File: src/rtl/wp_pkg.sv
`timescale 1ns/1ps
package wp_pkg;
  localparam int LANE_W = 8;
  localparam int WORD_W = 2 * LANE_W;

  typedef struct packed {
    logic              tag;
    logic [LANE_W-1:0] data;
  } slot_t;
endpackage

File: src/rtl/wp_thresh.sv
`timescale 1ns/1ps
module wp_thresh #(
  parameter int CW      = 6,
  parameter int THR_RST = 4
) (
  input  logic          clk,
  input  logic          rst_n,
  input  logic          wr,
  input  logic [CW-1:0] val,
  output logic [CW-1:0] eff
);
  localparam logic [CW-1:0] RST_V = CW'(THR_RST);
  localparam logic [CW-1:0] MIN_V = CW'(1);

  logic [CW-1:0] thr_q;

  always_ff @(posedge clk) begin
    if (!rst_n)  thr_q <= RST_V;
    else if (wr) thr_q <= val;
  end

  // a zero setting would request forever; clamp to one
  assign eff = (thr_q == '0) ? MIN_V : thr_q;
endmodule

File: src/rtl/wp_rx_pack.sv
`timescale 1ns/1ps
module wp_rx_pack
  import wp_pkg::*;
(
  input  logic              clk,
  input  logic              rst_n,
  input  logic              en,
  input  logic              hi_first,
  input  logic              in_valid,
  input  logic [LANE_W-1:0] in_data,
  input  logic              in_tag,
  output logic              in_ready,
  output logic              word_valid,
  output logic [WORD_W-1:0] word_data,
  input  logic              word_ready,
  output logic              tag_valid,
  output logic [LANE_W-1:0] tag_data,
  input  logic              tag_ready
);
  slot_t       s0_q, s1_q, s0_d, s1_d;
  logic [1:0]  cnt_q, cnt_d;
  logic        tag0, tag1;

  assign tag0       = (cnt_q != 2'd0) && s0_q.tag;
  assign tag1       = (cnt_q == 2'd2) && s1_q.tag;
  assign in_ready   = en && (cnt_q != 2'd2);
  assign word_valid = en && (cnt_q == 2'd2) && !s0_q.tag && !s1_q.tag;
  assign tag_valid  = en && (tag0 || tag1);
  assign tag_data   = tag0 ? s0_q.data : s1_q.data;
  assign word_data  = hi_first ? {s0_q.data, s1_q.data} : {s1_q.data, s0_q.data};

  always_comb begin
    s0_d  = s0_q;
    s1_d  = s1_q;
    cnt_d = cnt_q;
    // removal first, then append into the first free slot
    if (word_valid && word_ready) begin
      cnt_d = 2'd0;
    end else if (tag_valid && tag_ready) begin
      if (tag0) begin
        s0_d  = s1_q;
        cnt_d = cnt_q - 2'd1;
      end else begin
        cnt_d = 2'd1;
      end
    end
    if (in_valid && in_ready) begin
      if (cnt_d == 2'd0) s0_d = '{tag: in_tag, data: in_data};
      else               s1_d = '{tag: in_tag, data: in_data};
      cnt_d = cnt_d + 2'd1;
    end
  end

  always_ff @(posedge clk) begin
    if (!rst_n) begin
      cnt_q <= 2'd0;
      s0_q  <= '0;
      s1_q  <= '0;
    end else begin
      cnt_q <= cnt_d;
      s0_q  <= s0_d;
      s1_q  <= s1_d;
    end
  end
endmodule

File: src/rtl/wp_tx_unpack.sv
`timescale 1ns/1ps
module wp_tx_unpack
  import wp_pkg::*;
(
  input  logic              clk,
  input  logic              rst_n,
  input  logic              en,
  input  logic              hi_first,
  input  logic              word_valid,
  input  logic [WORD_W-1:0] word_data,
  output logic              word_ready,
  output logic              out_valid,
  output logic [LANE_W-1:0] out_data,
  input  logic              out_ready
);
  logic [WORD_W-1:0] w_q;
  logic [1:0]        left_q;
  logic              hi_q;
  logic [LANE_W-1:0] first_b, second_b;

  assign word_ready = en && (left_q == 2'd0);
  assign out_valid  = en && (left_q != 2'd0);
  assign first_b    = hi_q ? w_q[WORD_W-1:LANE_W] : w_q[LANE_W-1:0];
  assign second_b   = hi_q ? w_q[LANE_W-1:0]      : w_q[WORD_W-1:LANE_W];
  assign out_data   = (left_q == 2'd2) ? first_b : second_b;

  always_ff @(posedge clk) begin
    if (!rst_n) begin
      w_q    <= '0;
      left_q <= 2'd0;
      hi_q   <= 1'b0;
    end else if (word_valid && word_ready) begin
      w_q    <= word_data;
      hi_q   <= hi_first;
      left_q <= 2'd2;
    end else if (out_valid && out_ready) begin
      left_q <= left_q - 2'd1;
    end
  end
endmodule

File: src/rtl/wp_req.sv
`timescale 1ns/1ps
module wp_req #(
  parameter int CW = 6
) (
  input  logic          dir_tx,
  input  logic [CW-1:0] thr,
  input  logic [CW-1:0] fifo_used,
  input  logic [CW-1:0] fifo_free,
  input  logic          rx_word_valid,
  input  logic          rx_xfer,
  input  logic          rx_head_tag,
  input  logic          tx_ready,
  input  logic          tx_xfer,
  output logic          req
);
  localparam logic [CW-1:0] PAIR  = CW'(2);
  localparam logic [CW-1:0] TWO_W = CW'(4);

  logic rx_ok, rx_last, tx_ok, tx_last;

  assign rx_ok   = rx_word_valid && (fifo_used >= thr);
  assign rx_last = rx_xfer && ((fifo_used < PAIR) || rx_head_tag);
  assign tx_ok   = tx_ready && (fifo_free >= thr);
  assign tx_last = tx_xfer && (fifo_free < TWO_W);
  assign req     = dir_tx ? (tx_ok && !tx_last) : (rx_ok && !rx_last);
endmodule

File: src/rtl/word_packer.sv
`timescale 1ns/1ps
module word_packer
  import wp_pkg::*;
#(
  parameter int CW      = 6,
  parameter int THR_RST = 4
) (
  input  logic              clk,
  input  logic              rst_n,
  input  logic              dir_tx,
  input  logic              hi_first,
  input  logic              thr_wr,
  input  logic [CW-1:0]     thr_val,
  input  logic [CW-1:0]     fifo_used,
  input  logic [CW-1:0]     fifo_free,
  input  logic              fifo_rd_valid,
  input  logic [LANE_W-1:0] fifo_rd_data,
  input  logic              fifo_rd_tag,
  output logic              fifo_rd_ready,
  output logic              dma_rd_valid,
  output logic [WORD_W-1:0] dma_rd_data,
  input  logic              dma_rd_ready,
  output logic              tag_valid,
  output logic [LANE_W-1:0] tag_data,
  input  logic              tag_ready,
  input  logic              dma_wr_valid,
  input  logic [WORD_W-1:0] dma_wr_data,
  output logic              dma_wr_ready,
  output logic              fifo_wr_valid,
  output logic [LANE_W-1:0] fifo_wr_data,
  input  logic              fifo_wr_ready,
  output logic              dma_req
);
  logic [CW-1:0] thr_eff;

  wp_thresh #(.CW(CW), .THR_RST(THR_RST)) u_thr (
    .clk(clk), .rst_n(rst_n), .wr(thr_wr), .val(thr_val), .eff(thr_eff)
  );

  wp_rx_pack u_rx (
    .clk(clk), .rst_n(rst_n), .en(!dir_tx), .hi_first(hi_first),
    .in_valid(fifo_rd_valid), .in_data(fifo_rd_data), .in_tag(fifo_rd_tag),
    .in_ready(fifo_rd_ready),
    .word_valid(dma_rd_valid), .word_data(dma_rd_data), .word_ready(dma_rd_ready),
    .tag_valid(tag_valid), .tag_data(tag_data), .tag_ready(tag_ready)
  );

  wp_tx_unpack u_tx (
    .clk(clk), .rst_n(rst_n), .en(dir_tx), .hi_first(hi_first),
    .word_valid(dma_wr_valid), .word_data(dma_wr_data), .word_ready(dma_wr_ready),
    .out_valid(fifo_wr_valid), .out_data(fifo_wr_data), .out_ready(fifo_wr_ready)
  );

  wp_req #(.CW(CW)) u_req (
    .dir_tx(dir_tx), .thr(thr_eff), .fifo_used(fifo_used), .fifo_free(fifo_free),
    .rx_word_valid(dma_rd_valid), .rx_xfer(dma_rd_valid && dma_rd_ready),
    .rx_head_tag(fifo_rd_valid && fifo_rd_tag),
    .tx_ready(dma_wr_ready), .tx_xfer(dma_wr_valid && dma_wr_ready),
    .req(dma_req)
  );
endmodule

File: config.mk
export PLATFORM = sky130hd
export DESIGN_NAME = word_packer
export DESIGN_NICKNAME = d
export VERILOG_FILES = /design/src/rtl/wp_pkg.sv /design/src/rtl/wp_thresh.sv /design/src/rtl/wp_rx_pack.sv /design/src/rtl/wp_tx_unpack.sv /design/src/rtl/wp_req.sv /design/src/rtl/word_packer.sv
export SDC_FILE = /design/constraint.sdc
export NUM_CORES = 1
export LEC_CHECK = 0
export CORE_ASPECT_RATIO = 0.7
export CORE_UTILIZATION = 50
export DETAILED_ROUTE_END_ITERATION = 12
export DONT_BUFFER_PORTS = 1
export PLACE_DENSITY = 0.68
export SETUP_SLACK_MARGIN = 0.3
export SLEW_MARGIN = 10
export SYNTH_ARGS = -nofsm -noshare
export SYNTH_HDL_FRONTEND = slang
export SYNTH_SLANG_ARGS = --single-unit
File: constraint.sdc
create_clock -name clk -period 2.1 [get_ports clk]
set_input_delay 0.105 -clock clk [delete_from_list [all_inputs] [get_ports clk]]
set_output_delay 0.105 -clock clk [all_outputs]
set_load 0.05 [all_outputs]
Word-level counts from Yosys, hierarchy flattened
Index checks and enable logic that the tools add are counted.
- bits in registers: 45
- input bits: 53
- output and inout bits: 38
- $add $sub $neg: 3
- order comparisons: 4
- equal/unequal tests: 3
- mux-type cells: 18
- bitwise logic cells: 2
- reduce and logical (&&, ||, !) cells: 36
- operators with widths (operator ; number):
    2-to-1 mux 9 bit ; 5
    2-to-1 mux 8 bit ; 4
    logical AND 1 bit ; 21
    2-to-1 mux 16 bit ; 1
    greater-or-equal comparator 6 bit ; 2
    2-to-1 mux 2 bit ; 6
    zero test 6 bit ; 1
    < comparator 6 x 2 -> 1 bit (second input constant) ; 1
    < comparator 6 x 3 -> 1 bit (second input constant) ; 1
    2-to-1 mux 6 bit ; 1
    nonzero test 2 bit ; 3
    zero test 1 bit ; 5
    equality test 2 bit (second input constant) ; 2
    zero test 2 bit ; 2
    subtractor 2 x 1 -> 2 bit (second input constant) ; 2
    adder 2 x 1 -> 2 bit (second input constant) ; 1
    logical OR 1 bit ; 2
    inequality test 2 bit (second input constant) ; 1
    inverter 1 bit ; 2
    AND reduction 2 bit ; 1
    OR reduction 2 bit ; 1
    2-to-1 mux 1 bit ; 1

Longest topological paths before layout
- depth after elaboration: 10
- mapped depth: 12

Cells and area by module
Synthesis repeated with hierarchy kept, for this count alone.
- cells, all modules: 324
- area, all modules: 2727.6 um^2
- modules (own cells, without submodules) (module ; instances ; cells each ; area an instance (um^2)):
    wp_rx_pack ; 1 ; 155 ; 1300.0
    wp_tx_unpack ; 1 ; 98 ; 829.5
    wp_req ; 1 ; 41 ; 315.3
    wp_thresh ; 1 ; 26 ; 260.2
    word_packer ; 1 ; 4 ; 22.5

Worst setup path after synthesis
Ideal clock, no wire load.
- path type: flip-flop to flip-flop
- start point: register u_rx.cnt_q[0]
- end point: register u_rx.s1_q[0] (netlist bit)
- setup time: 0.070 ns
- arrival: 2.516 ns
- required time: 2.030 ns
- path slack: -0.486 ns
- stages on the path, launching flop included: 11
- path buffers: 1
- path through: dfxtp_1 > inv_1 > ha_1 > nor4b_4 > nand2_1 > o211ai_2 > ha_1 > nand2b_1 > clkbuf_1 > nand2_1 > a21boi_1
- elaborated cells on any way between the ends: 21
- those cells by class: 1 x add/sub; 2 x eq/ne; 3 x mux; 1 x bitwise; 14 x reduce/logical
- RTL lines (what ; RTL line ; source):
    start: declaration ; wp_rx_pack.sv:21 ; logic [1:0] cnt_q, cnt_d;
    start signal: assignment ; wp_rx_pack.sv:60 ; cnt_q <= cnt_d;
    equality test 2 bit ; wp_rx_pack.sv:27 ; assign word_valid = en && (cnt_q == 2'd2) && !s0_q.tag && !s1_q.tag;
    logical AND 1 bit (3 in a row) ; wp_rx_pack.sv:27 ;
    net dma_rd_valid ; word_packer.sv:20 ; output logic dma_rd_valid,
    logical AND 1 bit ; wp_rx_pack.sv:37 ; if (word_valid && word_ready) begin
    2-to-1 mux 2 bit ; wp_rx_pack.sv:37 ;
    zero test 2 bit ; wp_rx_pack.sv:48 ; if (cnt_d == 2'd0) s0_d = '{tag: in_tag, data: in_data};
    inverter 1 bit (no source line) ; -- ;
    AND reduction 2 bit (no source line) ; -- ;
    end signal: assignment ; wp_rx_pack.sv:58 ; s1_q <= '0;
    end signal: assignment ; wp_rx_pack.sv:62 ; s1_q <= s1_d;
    end: declaration ; wp_rx_pack.sv:20 ; slot_t s0_q, s1_q, s0_d, s1_d;
The timed path passes the listed nets, and every way through them passes these cells.
A chain may end at the register's enable or synchronous reset.

Worst setup path after layout
- start point: register u_thr.thr_q[3]
- end point: output dma_req
- word-level cells in the longest chain between the ends: 6
- elaborated cells on any way between the ends: 9
- those cells by class: 2 x order compare; 2 x mux; 5 x reduce/logical
- ends and longest elaborated chain (what ; RTL line ; source):
    start: declaration ; wp_thresh.sv:15 ; logic [CW-1:0] thr_q;
    start signal: assignment ; wp_thresh.sv:19 ; else if (wr) thr_q <= val;
    zero test 6 bit ; wp_thresh.sv:23 ; assign eff = (thr_q == '0) ? MIN_V : thr_q;
    2-to-1 mux 6 bit * ; wp_thresh.sv:23 ;
    greater-or-equal comparator 6 bit, on equally long branches ; wp_req.sv:21, wp_req.sv:23 ;
    logical AND 1 bit, on equally long branches ; wp_req.sv:21, wp_req.sv:23 ;
    logical AND 1 bit ; wp_req.sv:25 ; assign req = dir_tx ? (tx_ok && !tx_last) : (rx_ok && !rx_last);
    2-to-1 mux 1 bit * ; wp_req.sv:25 ;
    end: declaration ; word_packer.sv:32 ; output logic dma_req
Every way passes the cells marked *; elsewhere a longest branch is shown, timed or not.

==> impl_metrics.json <==
{
  "place_ws_ns": -0.07023,
  "power.switching_uw": 759.6,
  "dpl.hpwl_mm": 4.163,
  "worst_ep_required_time_ns": 2.00,
  "fp.dieH_um": 64.02,
  "synth_enable_flop_cells": 0,
  "core-area_um2": 5258,
  "fin_crit_sh_pct": 100.7,
  "first_pass_iters": 4,
  "drtAntennaViolNets": 0,
  "endpoint_kind": "output port",
  "critPathSlowestCell": "dfxtp_2",
  "synth-async-reset-ratio_pct": 0,
  "yosysMostFrequentCell": "nand2_1",
  "synth_cell_types": 42,
  "clock_tree.root_cell": "clkbuf_8",
  "htree_levels": 2,
  "placed_cell_area_um2": 2846,
  "synth_top_cell_by_area": "dfxtp_1",
  "yosys_warnings": 0,
  "status": "finished with violations",
  "ir_worst_vdd_v": 0.0003747,
  "insertion_delay_ns": 0.30,
  "grt_pass1_wl_mm": 11.42,
  "grt_pass1_vias": 2297,
  "dr_total_vias": 2491,
  "cts.sinks": 45,
  "hold_viol": 0,
  "nets": 445,
  "violations": "negative setup slack",
  "yosysSeqAreaShare_pct": 32.79,
  "maxCapViolCount": 0,
  "comb_power_share_pct": 31.2,
  "gr-total-overflow": 0,
  "power_frac_seq_pct": 39.9,
  "finalCriticalPeriod_ns": 2.115,
  "grt_usage_pct": 24.79,
  "synth_area_um2": 2748,
  "max-clock-path-buffers": 2,
  "fill_cells": 371,
  "critPathArrivalTime_ns": 2.01,
  "syn2layout_area_growth_pct": 43.40,
  "ios": 91,
  "clock.fmax_mhz": 472.7,
  "pwr_density_cell_nw_per_um2": 603.3,
  "dieArea_um2": 5800,
  "die_x_um": 90.60,
  "num_antenna_cells": 0,
  "final_area_um2": 3940,
  "cts-buffers-inserted": 5,
  "p_leak_uw": 0.001656,
  "drt_wl_total_mm": 7.583,
  "rsz0062_at_grt": "yes",
  "cts_tree": "built",
  "crit_chain": "nor3_4, a31o_4, ha_4, nand2b_4, a211oi_2, o21ai_1, a22o_4",
  "grt_start_max_net_pins": 47,
  "critPathKind": "reg -> out",
  "crit_path_start_kind": "register",
  "switching_share_pct": 31.96,
  "routedWlPerCell_um": 16.93,
  "yosys_register_bits": 45,
  "io_buffers": 0,
  "synth_common_cells": "nand2_1 (92), dfxtp_1 (45), mux2_2 (25)",
  "drv_slew": 0,
  "hp-class": "in -> reg",
  "gp_congestion": 0.8119,
  "finalSetupTns_ns": -0.01544,
  "slew_headroom_pct": 59.11,
  "antenna_found_initial": 0,
  "num_rows": 22,
  "drtIter0Drc": 99,
  "slowest_delay_ns": 0.35,
  "fin_skew_ns": 0.009378,
  "setup_slack_ns": -0.01544,
  "initial_core_util_pct": 52.26,
  "cpLargestDelayFamily": "compound AO/OA/AOI/OAI gates",
  "path_max_fanout": 2,
  "syn-mean-instance-area_um2": 8.778,
  "synthCells": 313,
  "critPathBufInv": 0,
  "ys_top_cells_by_area": "dfxtp_1 (33%), nand2_1 (13%), mux2_2 (10%)",
  "drc_errors": 0,
  "drive_gt1_share_pct": 36.70,
  "tightest_slew_ns": 0.6133,
  "ys.flop_type": "dfxtp_1",
  "viasPerCell": 5.560,
  "finalSetupViolations": 1,
  "hold-worst-slack_ns": 0.01058,
  "power.total_uw": 2377,
  "path_clk_slew_ns": 0.08,
  "internal_power_uw": 1617,
  "synth_nets": 383,
  "synth_top_area_share_pct": 32.79,
  "power.share.clock_pct": 28.9
}
==> final timing paths <==
path	startpoint	cells after the start	slack (ns)	end
hold reg to reg	u_tx.w_q[6]$_SDFFE_PN0P_	2	0.46	u_tx.w_q[6]$_SDFFE_PN0P_
setup / recovery	u_thr.thr_q[3]$_SDFFE_PN0P_	7	-0.02	dma_req
hold / removal	thr_wr	2	0.01	u_thr.thr_q[5]$_SDFFE_PN0P_
setup reg to reg	u_rx.cnt_q[1]$_SDFF_PN0_	10	0.15	u_rx.s0_q[8]$_SDFF_PN0_
==> layer usage <==
layer	share of wire, %	track usage [%]	vias to the layer above
li1	-	-	1198
met2	48	41.10	74
met5	0	0	-
met4	0.94	4.032	0
met1	45	33.80	1210
met3	6.1	5.119	9
==> state kept, by name (all words and copies together), names as in the netlist <==
register and count:
u_rx.cnt_q 2, u_rx.s0_q 9, u_rx.s1_q 9, u_thr.thr_q 6, u_tx.hi_q 1, u_tx.left_q 2
u_tx.w_q 16
==> per-stage QoR <==
step / instances / utilization, %
2_1_floorplan: 313 / -
3_3_place_gp: 377 / 54.14
3_5_place_dp: 377 / 54.14
4_1_cts: 438 / 70.54
5_1_grt: 448 / 74.94
6_report: 448 / 74.94
==> power groups by stage <==
stage / combinational [µW] / clock, µW / sequential (µW)
global route: 785 / 737 / 955
finish: 741 / 688 / 949
floorplan: 453 / 0 / 950
CTS: 675 / 698 / 943
global placement: 472 / 0 / 956
detailed placement: 483 / 0 / 958
==> cells by family (layout without fill, tap and decap cells) <==
kind of cell | Yosys count | after routing | synth area share [%]
AOI/OAI and AO/OA | 59 | 59 | 16.39
xor gates and xnor gates | 2 | 2 | 0.9110
adders and majority gates | 17 | 17 | 7.741
buffers and inverters | 29 | 88 | 5.237
DFF | 45 | 45 | 32.79
muxes | 39 | 39 | 15.35
and+or+nand+nor | 122 | 126 | 21.58
==> area by class of cell <==
class	count	area [µm²]	share of cell area [%]
tap	72	90.09	2.286
inverter	12	47.55	1.207
timing repair buffer	68	673.1	17.08
multi-input combinational	243	2098	53.25
clock buffer	6	82.58	2.096
sequential	45	910.9	23.12
clock inverter	2	37.54	0.9527
==> what timing repair did <==
action / 4_1_cts / 5_1_grt
gates cloned: 4 / 0
endpoints found under the setup margin: 37 / 37
buffers inserted: 12 / 10
endpoints found under the hold margin: 45 / 0
hold buffers: 37 / 0
pin swaps: 29 / 24
resized for setup: 48 / 40
==> layout by cell type, fill, tap and decap left out, drive strengths merged, types with 3 or more instances in the layout <==
master and n:
nand2 96, nor2b 6, dlygate4sd3 36, mux2i 14, nor3 3, ha 17, dfxtp 45, a21boi 28
o211ai 3, mux2 25, a211oi 3, o21ai 5, nor2 3, buf 32, inv 12, o211a 8
nand2b 6, a21oi 4, clkbuf 6
Power figures use the tool's default switching activity.
